**src/rtl/uart_ch_pkg.sv**
```systemverilog
package uart_ch_pkg;

  localparam int CHAR_W = 8;
  localparam int FRAME_W = 12;

  typedef enum logic [1:0] {
    PAR_NONE  = 2'b00,
    PAR_EVEN  = 2'b01,
    PAR_ODD   = 2'b10,
    PAR_FORCE = 2'b11
  } par_mode_e;

  // packed into mode register bits [5:0]
  typedef struct packed {
    logic      stop2;
    logic      force_val;
    par_mode_e par;
    logic [1:0] len;
  } mode_t;

  localparam logic [1:0] SEL_MODE = 2'd0;
  localparam logic [1:0] SEL_CMD  = 2'd1;
  localparam logic [1:0] SEL_STAT = 2'd2;
  localparam logic [1:0] SEL_DATA = 2'd3;

  function automatic logic [3:0] data_bits(input mode_t m);
    return 4'd5 + {2'b00, m.len};
  endfunction

  function automatic logic [CHAR_W-1:0] mask_data(input logic [CHAR_W-1:0] d, input mode_t m);
    return d & ~(8'hFF << data_bits(m));
  endfunction

  function automatic logic parity_of(input logic [CHAR_W-1:0] d, input mode_t m);
    logic [CHAR_W-1:0] dm;
    dm = mask_data(d, m);
    case (m.par)
      PAR_EVEN:  return ^dm;
      PAR_ODD:   return ~^dm;
      PAR_FORCE: return m.force_val;
      default:   return 1'b0;
    endcase
  endfunction

  function automatic logic [3:0] frame_len(input mode_t m);
    return 4'd2 + data_bits(m) + {3'b000, m.par != PAR_NONE} + {3'b000, m.stop2};
  endfunction

  // bit 0 goes out first; unused high positions are stop/idle ones
  function automatic logic [FRAME_W-1:0] build_frame(input logic [CHAR_W-1:0] d, input mode_t m);
    logic [FRAME_W-1:0] f;
    logic [3:0] pp;
    pp = data_bits(m) + 4'd1;
    f = ({FRAME_W{1'b1}} << pp) | {3'b000, mask_data(d, m), 1'b0};
    if (m.par != PAR_NONE) begin
      f = (f & ~(12'd1 << pp)) | ({11'd0, parity_of(d, m)} << pp);
    end
    return f;
  endfunction

endpackage

```
**src/rtl/uart_ch_fifo.sv**
```systemverilog
module uart_ch_fifo #(
  parameter int DEPTH = 4,
  parameter int W     = 8
) (
  input  logic                         clk,
  input  logic                         rst_n,
  input  logic                         push,
  input  logic                         pop,
  input  logic [W-1:0]                 din,
  output logic [W-1:0]                 dout,
  output logic [$clog2(DEPTH+1)-1:0]   count,
  output logic                         full,
  output logic                         empty
);
  localparam int AW = (DEPTH > 1) ? $clog2(DEPTH) : 1;
  localparam int CW = $clog2(DEPTH + 1);

  logic [W-1:0]  mem [DEPTH];
  logic [AW-1:0] wr_ptr, rd_ptr;

  function automatic logic [AW-1:0] bump(input logic [AW-1:0] p);
    return (p == AW'(DEPTH - 1)) ? '0 : p + 1'b1;
  endfunction

  assign full  = (count == CW'(DEPTH));
  assign empty = (count == '0);
  assign dout  = mem[rd_ptr];

  always_ff @(posedge clk or negedge rst_n) begin
    if (!rst_n) begin
      wr_ptr <= '0;
      rd_ptr <= '0;
      count  <= '0;
      for (int i = 0; i < DEPTH; i++) mem[i] <= '0;
    end else begin
      if (push) begin
        mem[wr_ptr] <= din;
        wr_ptr      <= bump(wr_ptr);
      end
      if (pop) rd_ptr <= bump(rd_ptr);
      case ({push, pop})
        2'b10:   count <= count + 1'b1;
        2'b01:   count <= count - 1'b1;
        default: count <= count;
      endcase
    end
  end

  AST_FIFO_NO_OVERFLOW: assert property (@(posedge clk) disable iff (!rst_n)
    push |-> (!full || pop));
  AST_FIFO_NO_UNDERFLOW: assert property (@(posedge clk) disable iff (!rst_n)
    pop |-> !empty);

endmodule

```
**src/rtl/uart_ch_tx.sv**
```systemverilog
module uart_ch_tx
  import uart_ch_pkg::*;
#(
  parameter int OSR = 16
) (
  input  logic              clk,
  input  logic              rst_n,
  input  logic              tick,
  input  logic              en,
  input  logic              brk_on,
  input  mode_t             mode,
  input  logic              thr_wr,
  input  logic [CHAR_W-1:0] thr_data,
  output logic              tx_rdy,
  output logic              tx_empty,
  output logic              txd
);
  localparam int CW = $clog2(OSR);

  logic [CHAR_W-1:0]  thr;
  logic               thr_full;
  logic               busy;
  logic [FRAME_W-1:0] shreg;
  logic [3:0]         left;
  logic [CW-1:0]      cnt;

  // named events for the assertions
  logic load, bit_end;
  assign load    = !busy && thr_full && en && !brk_on;
  assign bit_end = busy && tick && (cnt == CW'(OSR - 1));

  assign tx_rdy   = en && !thr_full;
  assign tx_empty = !thr_full && !busy;
  assign txd      = busy ? shreg[0] : !brk_on;

  always_ff @(posedge clk or negedge rst_n) begin
    if (!rst_n) begin
      thr      <= '0;
      thr_full <= 1'b0;
      busy     <= 1'b0;
      shreg    <= '1;
      left     <= '0;
      cnt      <= '0;
    end else begin
      if (thr_wr && tx_rdy) begin
        thr      <= thr_data;
        thr_full <= 1'b1;
      end
      if (load) begin
        shreg    <= build_frame(thr, mode);
        left     <= frame_len(mode);
        cnt      <= '0;
        busy     <= 1'b1;
        thr_full <= 1'b0;
      end else if (bit_end) begin
        cnt   <= '0;
        shreg <= {1'b1, shreg[FRAME_W-1:1]};
        left  <= left - 4'd1;
        if (left == 4'd1) busy <= 1'b0;
      end else if (busy && tick) begin
        cnt <= cnt + 1'b1;
      end
    end
  end

  AST_TX_START_LOW: assert property (@(posedge clk) disable iff (!rst_n)
    $rose(busy) |-> !txd);
  AST_TX_STOP_HIGH: assert property (@(posedge clk) disable iff (!rst_n)
    (busy && left == 4'd1) |-> txd);
  AST_TX_WRITE_IGNORED: assert property (@(posedge clk) disable iff (!rst_n)
    (thr_wr && !tx_rdy) |=> $stable(thr));
  AST_TX_BREAK_WAITS: assert property (@(posedge clk) disable iff (!rst_n)
    (brk_on && busy) |=> (busy || !txd));

endmodule

```
**src/rtl/uart_ch_rx.sv**
```systemverilog
module uart_ch_rx
  import uart_ch_pkg::*;
#(
  parameter int OSR = 16
) (
  input  logic              clk,
  input  logic              rst_n,
  input  logic              tick,
  input  logic              en,
  input  mode_t             mode,
  input  logic              rxd,
  output logic              done,
  output logic [CHAR_W-1:0] data,
  output logic              pe,
  output logic              fe,
  output logic              brk
);
  localparam int CW = $clog2(OSR);

  typedef enum logic [2:0] {S_IDLE, S_START, S_DATA, S_PAR, S_STOP, S_HOLD} rx_st_e;

  rx_st_e            st;
  logic              sync1, rx_s;
  logic [CW-1:0]     cnt;
  logic [2:0]        idx;
  logic [CHAR_W-1:0] sh;
  logic              pbit;

  logic mid_pt, bit_end, par_en;
  assign mid_pt  = tick && (cnt == CW'(OSR / 2 - 1));
  assign bit_end = tick && (cnt == CW'(OSR - 1));
  assign par_en  = (mode.par != PAR_NONE);

  always_ff @(posedge clk or negedge rst_n) begin
    if (!rst_n) begin
      sync1 <= 1'b1;
      rx_s  <= 1'b1;
      st    <= S_IDLE;
      cnt   <= '0;
      idx   <= '0;
      sh    <= '0;
      pbit  <= 1'b0;
      done  <= 1'b0;
      data  <= '0;
      pe    <= 1'b0;
      fe    <= 1'b0;
      brk   <= 1'b0;
    end else begin
      sync1 <= rxd;
      rx_s  <= sync1;
      done  <= 1'b0;
      case (st)
        S_IDLE: if (en && tick && !rx_s) begin
          st  <= S_START;
          cnt <= '0;
        end
        S_START: if (mid_pt) begin
          cnt <= '0;
          idx <= '0;
          sh  <= '0;
          st  <= rx_s ? S_IDLE : S_DATA;
        end else if (tick) cnt <= cnt + 1'b1;
        S_DATA: if (bit_end) begin
          cnt     <= '0;
          sh[idx] <= rx_s;
          idx     <= idx + 3'd1;
          if (idx == 3'(data_bits(mode) - 4'd1)) st <= par_en ? S_PAR : S_STOP;
        end else if (tick) cnt <= cnt + 1'b1;
        S_PAR: if (bit_end) begin
          cnt  <= '0;
          pbit <= rx_s;
          st   <= S_STOP;
        end else if (tick) cnt <= cnt + 1'b1;
        S_STOP: if (bit_end) begin
          cnt  <= '0;
          done <= 1'b1;
          data <= sh;
          pe   <= par_en && (pbit != parity_of(sh, mode));
          fe   <= !rx_s;
          brk  <= !rx_s && (sh == '0) && (!par_en || !pbit);
          st   <= rx_s ? S_IDLE : S_HOLD;
        end else if (tick) cnt <= cnt + 1'b1;
        S_HOLD: if (rx_s) st <= S_IDLE;
        default: st <= S_IDLE;
      endcase
    end
  end

  AST_RX_BREAK_IS_FRAMING: assert property (@(posedge clk) disable iff (!rst_n)
    (done && brk) |-> (fe && data == '0));
  AST_RX_DATA_MASKED: assert property (@(posedge clk) disable iff (!rst_n)
    done |-> ((data & (8'hFF << data_bits(mode))) == '0));
  AST_RX_SINGLE_PULSE: assert property (@(posedge clk) disable iff (!rst_n)
    done |=> !done);
  AST_RX_HOLD_AFTER_FE: assert property (@(posedge clk) disable iff (!rst_n)
    (done && fe) |-> (st == S_HOLD));

endmodule

```
**src/rtl/uart_channel.sv**
```systemverilog
module uart_channel
  import uart_ch_pkg::*;
#(
  parameter int OSR        = 16,
  parameter int FIFO_DEPTH = 4
) (
  input  logic       clk,
  input  logic       rst_n,
  input  logic       tx_tick,
  input  logic       rx_tick,
  input  logic [1:0] reg_sel,
  input  logic       reg_wr,
  input  logic       reg_rd,
  input  logic [7:0] reg_wdata,
  output logic [7:0] reg_rdata,
  output logic       txd,
  input  logic       rxd,
  output logic       rts_out
);
  localparam int CNT_W = $clog2(FIFO_DEPTH + 1);

  mode_t mode_q;
  logic  tx_en, rx_en, brk_on;
  logic  err_ovr, err_pe, err_fe, err_brk;

  logic              tx_rdy, tx_empty;
  logic              rx_done, rx_pe, rx_fe, rx_brk;
  logic [CHAR_W-1:0] rx_data, fifo_dout;
  logic [CNT_W-1:0]  fifo_cnt;
  logic              fifo_full, fifo_empty;

  // named bus events
  logic cmd_wr, thr_wr, pop, push, overrun_ev, err_clr;
  assign cmd_wr     = reg_wr && (reg_sel == SEL_CMD);
  assign thr_wr     = reg_wr && (reg_sel == SEL_DATA);
  assign pop        = reg_rd && (reg_sel == SEL_DATA) && !fifo_empty;
  assign push       = rx_done && (!fifo_full || pop);
  assign overrun_ev = rx_done && fifo_full && !pop;
  assign err_clr    = cmd_wr && reg_wdata[4];

  assign rts_out = !fifo_full;

  always_ff @(posedge clk or negedge rst_n) begin
    if (!rst_n) begin
      mode_q  <= '0;
      tx_en   <= 1'b0;
      rx_en   <= 1'b0;
      brk_on  <= 1'b0;
      err_ovr <= 1'b0;
      err_pe  <= 1'b0;
      err_fe  <= 1'b0;
      err_brk <= 1'b0;
    end else begin
      if (reg_wr && reg_sel == SEL_MODE) mode_q <= mode_t'(reg_wdata[5:0]);
      if (cmd_wr) begin
        if (reg_wdata[1]) tx_en <= 1'b0;
        else if (reg_wdata[0]) tx_en <= 1'b1;
        if (reg_wdata[3]) rx_en <= 1'b0;
        else if (reg_wdata[2]) rx_en <= 1'b1;
        if (reg_wdata[6]) brk_on <= 1'b0;
        else if (reg_wdata[5]) brk_on <= 1'b1;
      end
      err_ovr <= (err_ovr && !err_clr) || overrun_ev;
      err_pe  <= (err_pe  && !err_clr) || (rx_done && rx_pe);
      err_fe  <= (err_fe  && !err_clr) || (rx_done && rx_fe);
      err_brk <= (err_brk && !err_clr) || (rx_done && rx_brk);
    end
  end

  always_comb begin
    case (reg_sel)
      SEL_MODE: reg_rdata = {2'b00, mode_q};
      SEL_STAT: reg_rdata = {err_brk, err_fe, err_pe, err_ovr,
                             tx_empty, tx_rdy, fifo_full, !fifo_empty};
      SEL_DATA: reg_rdata = fifo_dout;
      default:  reg_rdata = 8'h00;
    endcase
  end

  uart_ch_tx #(.OSR(OSR)) u_tx (
    .clk(clk), .rst_n(rst_n), .tick(tx_tick), .en(tx_en), .brk_on(brk_on),
    .mode(mode_q), .thr_wr(thr_wr), .thr_data(reg_wdata),
    .tx_rdy(tx_rdy), .tx_empty(tx_empty), .txd(txd)
  );

  uart_ch_rx #(.OSR(OSR)) u_rx (
    .clk(clk), .rst_n(rst_n), .tick(rx_tick), .en(rx_en), .mode(mode_q),
    .rxd(rxd), .done(rx_done), .data(rx_data),
    .pe(rx_pe), .fe(rx_fe), .brk(rx_brk)
  );

  uart_ch_fifo #(.DEPTH(FIFO_DEPTH), .W(CHAR_W)) u_fifo (
    .clk(clk), .rst_n(rst_n), .push(push), .pop(pop), .din(rx_data),
    .dout(fifo_dout), .count(fifo_cnt), .full(fifo_full), .empty(fifo_empty)
  );

  AST_RTS_DROPS_ON_FILL: assert property (@(posedge clk) disable iff (!rst_n)
    (push && !pop && fifo_cnt == CNT_W'(FIFO_DEPTH - 1)) |=> !rts_out);
  AST_OVERRUN_KEEPS_FIFO: assert property (@(posedge clk) disable iff (!rst_n)
    overrun_ev |=> (fifo_cnt == $past(fifo_cnt)) && err_ovr);
  AST_ERR_STICKY: assert property (@(posedge clk) disable iff (!rst_n)
    ((err_ovr || err_pe || err_fe || err_brk) && !err_clr)
      |=> (err_ovr || err_pe || err_fe || err_brk));
  AST_POP_ONLY_WHEN_READY: assert property (@(posedge clk) disable iff (!rst_n)
    pop |-> (fifo_cnt != '0));

endmodule

```
**config.mk**
```make
export PLATFORM = sky130hd
export DESIGN_NAME = uart_channel
export DESIGN_NICKNAME = d
export VERILOG_FILES = /design/src/rtl/uart_ch_pkg.sv /design/src/rtl/uart_ch_fifo.sv /design/src/rtl/uart_ch_tx.sv /design/src/rtl/uart_ch_rx.sv /design/src/rtl/uart_channel.sv
export SDC_FILE = /design/constraint.sdc
export NUM_CORES = 1
export LEC_CHECK = 0
export ABC_AREA = 1
export ABC_CLOCK_PERIOD_IN_PS = 2700
export BUFFER_PORTS_ARGS = -buffer_cell sky130_fd_sc_hd__buf_2
export CORE_MARGIN = 2
export CORE_UTILIZATION = 30
export CTS_CLUSTER_SIZE = 10
export DETAILED_ROUTE_END_ITERATION = 12
export PLACE_DENSITY_LB_ADDON = 0.08
export SYNTH_ARGS = -nofsm -noshare
export SYNTH_HDL_FRONTEND = slang
export SYNTH_SLANG_ARGS = --single-unit
```
**constraint.sdc**
```tcl
create_clock -name clk -period 2.7 [get_ports clk]
set_input_delay 0.135 -clock clk [delete_from_list [all_inputs] [get_ports clk]]
set_output_delay 0.135 -clock clk [all_outputs]
set_load 0.01 [all_outputs]
```
# --- After elaboration in Yosys (flattened, before gate mapping) ---
# Cells that the tools add are included.
op_classes:
  n_addsub: 14
  magnitude_cmp: 5
  n_eq_ne: 29
  shifts: 4
  muxes: 63
  n_bitwise: 9
  reduce_logical: 78
op_table:
  columns: ["operator", "n"]
  rows:
  - ["$mux W8", 5]
  - ["$mux W12", 3]
  - ["$mux W4", 9]
  - ["$logic_and A1 B1 Y1", 33]
  - ["$mux W3", 11]
  - ["$bwmux W32", 1]
  - ["$pmux W8 S3", 1]
  - ["$mux W1", 19]
  - ["$pmux W3 S6", 1]
  - ["$reduce_bool A2 Y1", 9]
  - ["$and A8 B8 Y8", 2]
  - ["$bmux W8 S2", 1]
  - ["$demux W8 S2", 1]
  - ["$pmux W8 S2", 1]
  - ["$reduce_xnor A8 Y1", 2]
  - ["$reduce_xor A8 Y1", 2]
  - ["$eq A2 B2 Y1 const B", 7]
  - ["$ne A2 B1 Y1 const B", 7]
  - ["$reduce_and A2 Y1", 7]
  - ["$add A4 B1 Y4 const B", 3]
  - ["$and A12 B12 Y12", 1]
  - ["$not A12 Y12", 1]
  - ["$or A12 B12 Y12", 1]
  - ["$or A12 B9 Y12", 1]
  - ["41 further kinds", 73]
totals:
  ff_bits: 115
  in_bits: 17
  out_inout_bits: 10
  wordCells: 238

# --- Longest topological paths before layout ---
logic_depth:
  depth_word: 12
  ltp_mapped: 18
  ltp_nobuf: 17

# --- Cells and area by module ---
# From an unflattened synthesis, not the netlist that was laid out.
unflattened:
  cells_unflattened: 801
  area_unflattened_um2: 6419.9
modules_own_cells:
  columns: ["mod", "instances", "cells_each", "area_each_um2", "seq_area_each_um2"]
  rows:
  - ["uart_ch_tx", 1, 248, 1944.4, 765.7]
  - ["uart_ch_fifo", 1, 217, 1866.8, 975.9]
  - ["uart_ch_rx", 1, 231, 1855.5, 828.3]
  - ["uart_channel", 1, 105, 753.2, 325.3]

# --- Worst setup path before layout ---
# OpenSTA, ideal clock, no wires.
synth_path:
  kind: "register -> register"
  from: "register mode_q[0] (netlist name)"
  to: "register u_rx.pe"
  setup_ns: 0.117
  t_arrival_ns: 2.200
  t_required_ns: 2.583
  path_slack_ns: 0.382
  path_stages_with_launch: 17
  n_path_buf: 1
  synth_period_minus_slack_ns: 2.318
  path_cell_list: "dfrtp_1 > clkbuf_1 > inv_1 > ha_1 > inv_1 > ha_1 > inv_1 > nand2_1 > xor2_1 > xor2_1 > or2_1 > nand2_1 > nand2_1 > nand3_1 > nand2_1 > nand3_1 > nand2_1"
synth_between:
  elab_chain_cells: 10
  word_cells_on_any_way: 11
  classes_between: "add/sub (1); eq/ne (1); shift (1); mux (3); bitwise (2); reduce/logical (3)"
synth_rtl:
  columns: ["element", "line_no", "source"]
  rows:
  - ["start, declared", "uart_channel.sv:22", "mode_t mode_q;"]
  - ["start signal, assigned", "uart_channel.sv:54", "if (reg_wr && reg_sel == SEL_MODE) mode_q <= mode_t'(reg_wdata[5:0]);"]
  - ["$add A3 B2 Y4 *", null, null]
  - ["$shl A8 B4 Y8 *", "uart_ch_pkg.sv:31", "return d & ~(8'hFF << data_bits(m));"]
  - ["$not A8 Y8 *", "uart_ch_pkg.sv:31", null]
  - ["$and A8 B8 Y8 *", "uart_ch_pkg.sv:31", null]
  - ["$reduce_xnor A8 Y1 or $reduce_xor A8 Y1 (tied branches)", "uart_ch_pkg.sv:39, uart_ch_pkg.sv:38", null]
  - ["$pmux W1 S3 *", "uart_ch_pkg.sv:37", "case (m.par)"]
  - ["$mux W1 *", "uart_ch_rx.sv:74", "S_STOP: if (bit_end) begin"]
  - ["$mux W1 *", "uart_ch_rx.sv:52", "case (st)"]
  - ["$ne A1 B1 Y1 *", "uart_ch_rx.sv:78", "pe <= par_en && (pbit != parity_of(sh, mode));"]
  - ["$logic_and A1 B1 Y1 *", "uart_ch_rx.sv:78", null]
  - ["end signal, assigned", "uart_ch_rx.sv:78", null]
  - ["end, declared", "uart_ch_rx.sv:14", "output logic pe,"]
# Every way passes the cells marked *; elsewhere a longest branch is shown, timed or not. The select of a mux whose other input is x is not followed.
# A chain may end at the register's enable or synchronous reset.

# --- Final worst setup path ---
layout_path:
  from: "register u_fifo.count[0]"
  to: "register u_fifo.count[2]"
layout_between:
  elab_chain_cells: 7
  word_cells_on_any_way: 13
  classes_between: "add/sub (2); eq/ne (3); mux (1); reduce/logical (7)"
layout_rtl:
  columns: ["element", "line_no", "source"]
  rows:
  - ["start, declared", "uart_ch_fifo.sv:11", "output logic [$clog2(DEPTH+1)-1:0] count,"]
  - ["start signal, assigned", "uart_ch_fifo.sv:42", "2'b10: count <= count + 1'b1;"]
  - ["start signal, assigned", "uart_ch_fifo.sv:43", "2'b01: count <= count - 1'b1;"]
  - ["start signal, assigned", "uart_ch_fifo.sv:44", "default: count <= count;"]
  - ["$logic_not A3 Y1 *", "uart_ch_fifo.sv:26", "assign empty = (count == '0);"]
  - ["$logic_not A1 Y1 *", "uart_channel.sv:36", "assign pop = reg_rd && (reg_sel == SEL_DATA) && !fifo_empty;"]
  - ["$logic_and A1 B1 Y1 *", "uart_channel.sv:36", null]
  - ["net pop", "uart_channel.sv:33", "logic cmd_wr, thr_wr, pop, push, overrun_ev, err_clr;"]
  - ["$logic_or A1 B1 Y1", "uart_channel.sv:37", "assign push = rx_done && (!fifo_full || pop);"]
  - ["$logic_and A1 B1 Y1", "uart_channel.sv:37", null]
  - ["$eq A2 B1 Y1 or $eq A2 B2 Y1 (tied branches)", "uart_ch_fifo.sv:41", "case ({push, pop})"]
  - ["$pmux W3 S2 or $reduce_bool A2 Y1 (tied branches)", null, null]
# Mark *: on every way through the listed nets, which the timed path passes. The rest lies on a longest branch.

==> results by group <==
Run status
  • Status: complete, no violations

Hold path
  • Min-Delay Path Class: input pin to flop

Power
  • Pwr per Cell Area: 917 nW/um^2
  • Total power draw: 6.84 mW
  • P_leak: 3.54 nW
  • Max VDD drop: 403 uV

Worst setup path
  • Critical path capture point type: flop
  • Critical path arrival: 2640 ps
  • Worst setup path class: flop to flop
  • Family with the most delay on the worst path: simple AND/OR/NAND/NOR gates
  • Worst EP required: 2990 ps
  • Worst path cell trace: nor3_2 > nand3b_1 > inv_2 > nor2_4 > nor2_8 > inv_8 > ha_1 > inv_1 > fa_1 > a21oi_1 > o21ai_0 > xor2_1
  • CP max FO: 6
  • Crit path largest cell delay: 430 ps
  • Worst path bufs/invs: 3
  • CP Launch Type: flop
  • CP max stage cell: dfrtp_1

Floorplan
  • Total Die Area: 22000 um^2
  • Starting density of the core: 30.7%
  • Ports: 27
  • Core footprint: 20400 um^2
  • Num rows: 52
  • Die Width: 148 um
  • Die Height: 148 um

STA
  • Slew Viols, Final: 0
  • Worst Tran Pin Value: 682 ps
  • Setup Skew: 10.9 ps
  • Period minus WS final: 2350 ps
  • Crit share post-route: 87.2%
  • Final hold viol count: 0
  • Worst hold slack: 26.3 ps
  • TNS Setup: 0 ps
  • # setup viols final: 0
  • Relative slew slack: 54.5%
  • Fmax: 425 MHz
  • Final worst slack: 345 ps
  • RSZ-0062 raised after global routing: no

Yosys
  • Post-synth top flop: dfrtp_1
  • Leading area contributor after synthesis: dfrtp_1
  • Top-area cell type share of the netlist area: 40.4%
  • Yosys reg bits: 115
  • Synth unique cells: 52
  • Asr flop ratio synth: 100%
  • Post-synth EDFFs: 0
  • Net Count, Synth: 788
  • Average size of a mapped cell: 8.38 um^2
  • Seq/Total Area, Yosys: 46.3%
  • YS warnings: 0
  • Synth area leaders: dfrtp_1, nand2_1, o21ai_0
  • Netlist Area Pre-Place: 6250 um^2
  • Cells after synthesis: 746

Final layout
  • Synth-to-Final Area Change: 19.3%
  • Layout cells sized above 1: 14.9%
  • Final Util: 36.6%
  • Fin area: 7460 um^2
  • Antenna Cells: 0
  • Final Net Count: 832
  • Post-Layout Cell Count: 1073

Placed design
  • Hpwl dp: 12.1 mm
  • Inst Count DP: 1034
  • Placed Area: 6730 um^2
  • GP Congestion: 0.801
  • Dpl ws: 364 ps
  • I/O Buffers: 26

GRT
  • First-pass GRT wire length: 27.3 mm
  • Grt total ovfl: 0
  • Vias in the first global route: 5038
  • Initial antenna violation count: 0
  • GRT Overall Usage: 16.1%
  • Largest net degree at the start of global routing: 49

CTS
  • Clk Latency, worst-skew pair: 420 ps
  • CTS sink cnt: 115
  • # resized after CTS: 0
  • Clk root buf: clkbuf_16
  • Clock slew at reported path FFs: 60 ps
  • TritonCTS clock tree: built
  • H-tree Lvls: 4
  • Post-CTS Setup Bufs: 0
  • CTS Buf Count: 17
  • CTS Hold Bufs: 7
  • Clk buf depth: 2

Routing
  • Drt initial violations: 362
  • Post-route ant nets: 0
  • First-pass DRT Iterations: 8
  • Post-route DRC: 0
  • Wire per inst: 15.4 um
  • Routed Wire Length: 16.6 mm
  • DR vias: 5089
  • Vias per cell: 4.74

Run
  • Max-Cap Viols: 0
-- report_power, final --
part,switching (mW),internal (mW),leakage (nW)
clock,0.814,1.73,0.327
sequential,0.270,2.07,1.42
combinational,1.25,0.693,1.79
-- layer usage --
| layer | vias up | global-route usage (%) | share of wire, % |
|---|---|---|---|
| li1 | 2545 | - | - |
| met1 | 2434 | 23.7 | 51 |
| met2 | 94 | 23.6 | 44 |
| met3 | 16 | 3.31 | 3.4 |
| met4 | 0 | 4.90 | 1.3 |
| met5 | - | 0 | 0 |
-- registers in the layout, indices dropped and copies added, names as in the netlist, 2 cells and up --
name           cells
u_rx.sh            8
u_rx.cnt           4
u_rx.data          8
u_tx.thr           8
u_tx.shreg        12
u_tx.left          4
u_fifo.rd_ptr      2
u_tx.cnt           4
u_fifo.mem        32
u_fifo.count       3
u_fifo.wr_ptr      2
u_rx.st            3
mode_q             6
u_rx.idx           3
-- kinds of logic after synthesis --
group,share of synthesized area [%]
simple gates,19.7
mux,4.44
flops,46.3
compound gates,14.4
xor+xnor,1.68
buf+inv,8.24
fa+ha+maj,5.24
-- worst register-to-register path: stages, from the launching register on --
cell      delay [ps]
dfrtp_1          430
nor3_2           230
nand3b_1         150
inv_2             80
nor2_4           160
nor2_8            60
inv_8             90
ha_1             150
inv_1             70
fa_1             380
a21oi_1          140
o21ai_0          120
xor2_1           160
-- final timing paths --
kind | startpoint | end | slack [ps] | cells after the start
max | u_fifo.count[0] | u_fifo.count[2] | 350 | 12
min | reg_wdata[0] | u_tx.thr[0] | 30 | 3
max reg2reg | u_fifo.count[0] | u_fifo.count[2] | 350 | 12
min reg2reg | u_rx.sync1 | u_rx.rx_s | 350 | 0
max in group asynchronous | rst_n | u_fifo.mem[22] | 1530 | 3
min in group asynchronous | rst_n | u_rx.sh[1] | 300 | 2
-- synthesized netlist by cell type, types with 2 or more instances --
library cell and count:
nand2_2 4, a22oi_1 2, o21bai_1 2, a2bb2oi_1 2
mux2_4 4, buf_2 2, mux2i_1 6, xor2_1 8
nor2_4 4, xnor2_1 4, dfrtp_1 101, a31oi_1 7
dfstp_2 14, nor2_1 38, clkbuf_1 12, inv_1 103
mux2_2 14, nand4_1 9, nand3_1 39, fa_1 2
buf_4 3, a21oi_1 40, inv_2 4, nand2_1 164
nor3_1 8, o22ai_1 2, o221ai_1 5, ha_1 23
o21a_1 2, nor2_8 2, a221oi_1 2, o21ai_1 3
o21ai_0 92
-- cells in the final DEF, fill, tap and decap left out, drive strengths merged, types with 8 or more instances in the layout --
cell type	count
nand2	168
mux2	18
xor2	8
nand3	40
nor3	9
clkbuf	23
o21ai	95
dfstp	14
nand4	9
a21oi	40
inv	109
ha	23
nor2	45
dfrtp	101
buf	37
-- final cells by class --
cell class / instances / area [um^2]
multi-input combinational: 502 / 2840
clock buffer: 23 / 488
timing repair buffer: 44 / 298
sequential: 115 / 2900
inverter: 110 / 423
clock inverter: 9 / 174
tap: 270 / 338
fill: 2114 / 12900
Note: power is estimated with default switching activity, not from simulation.
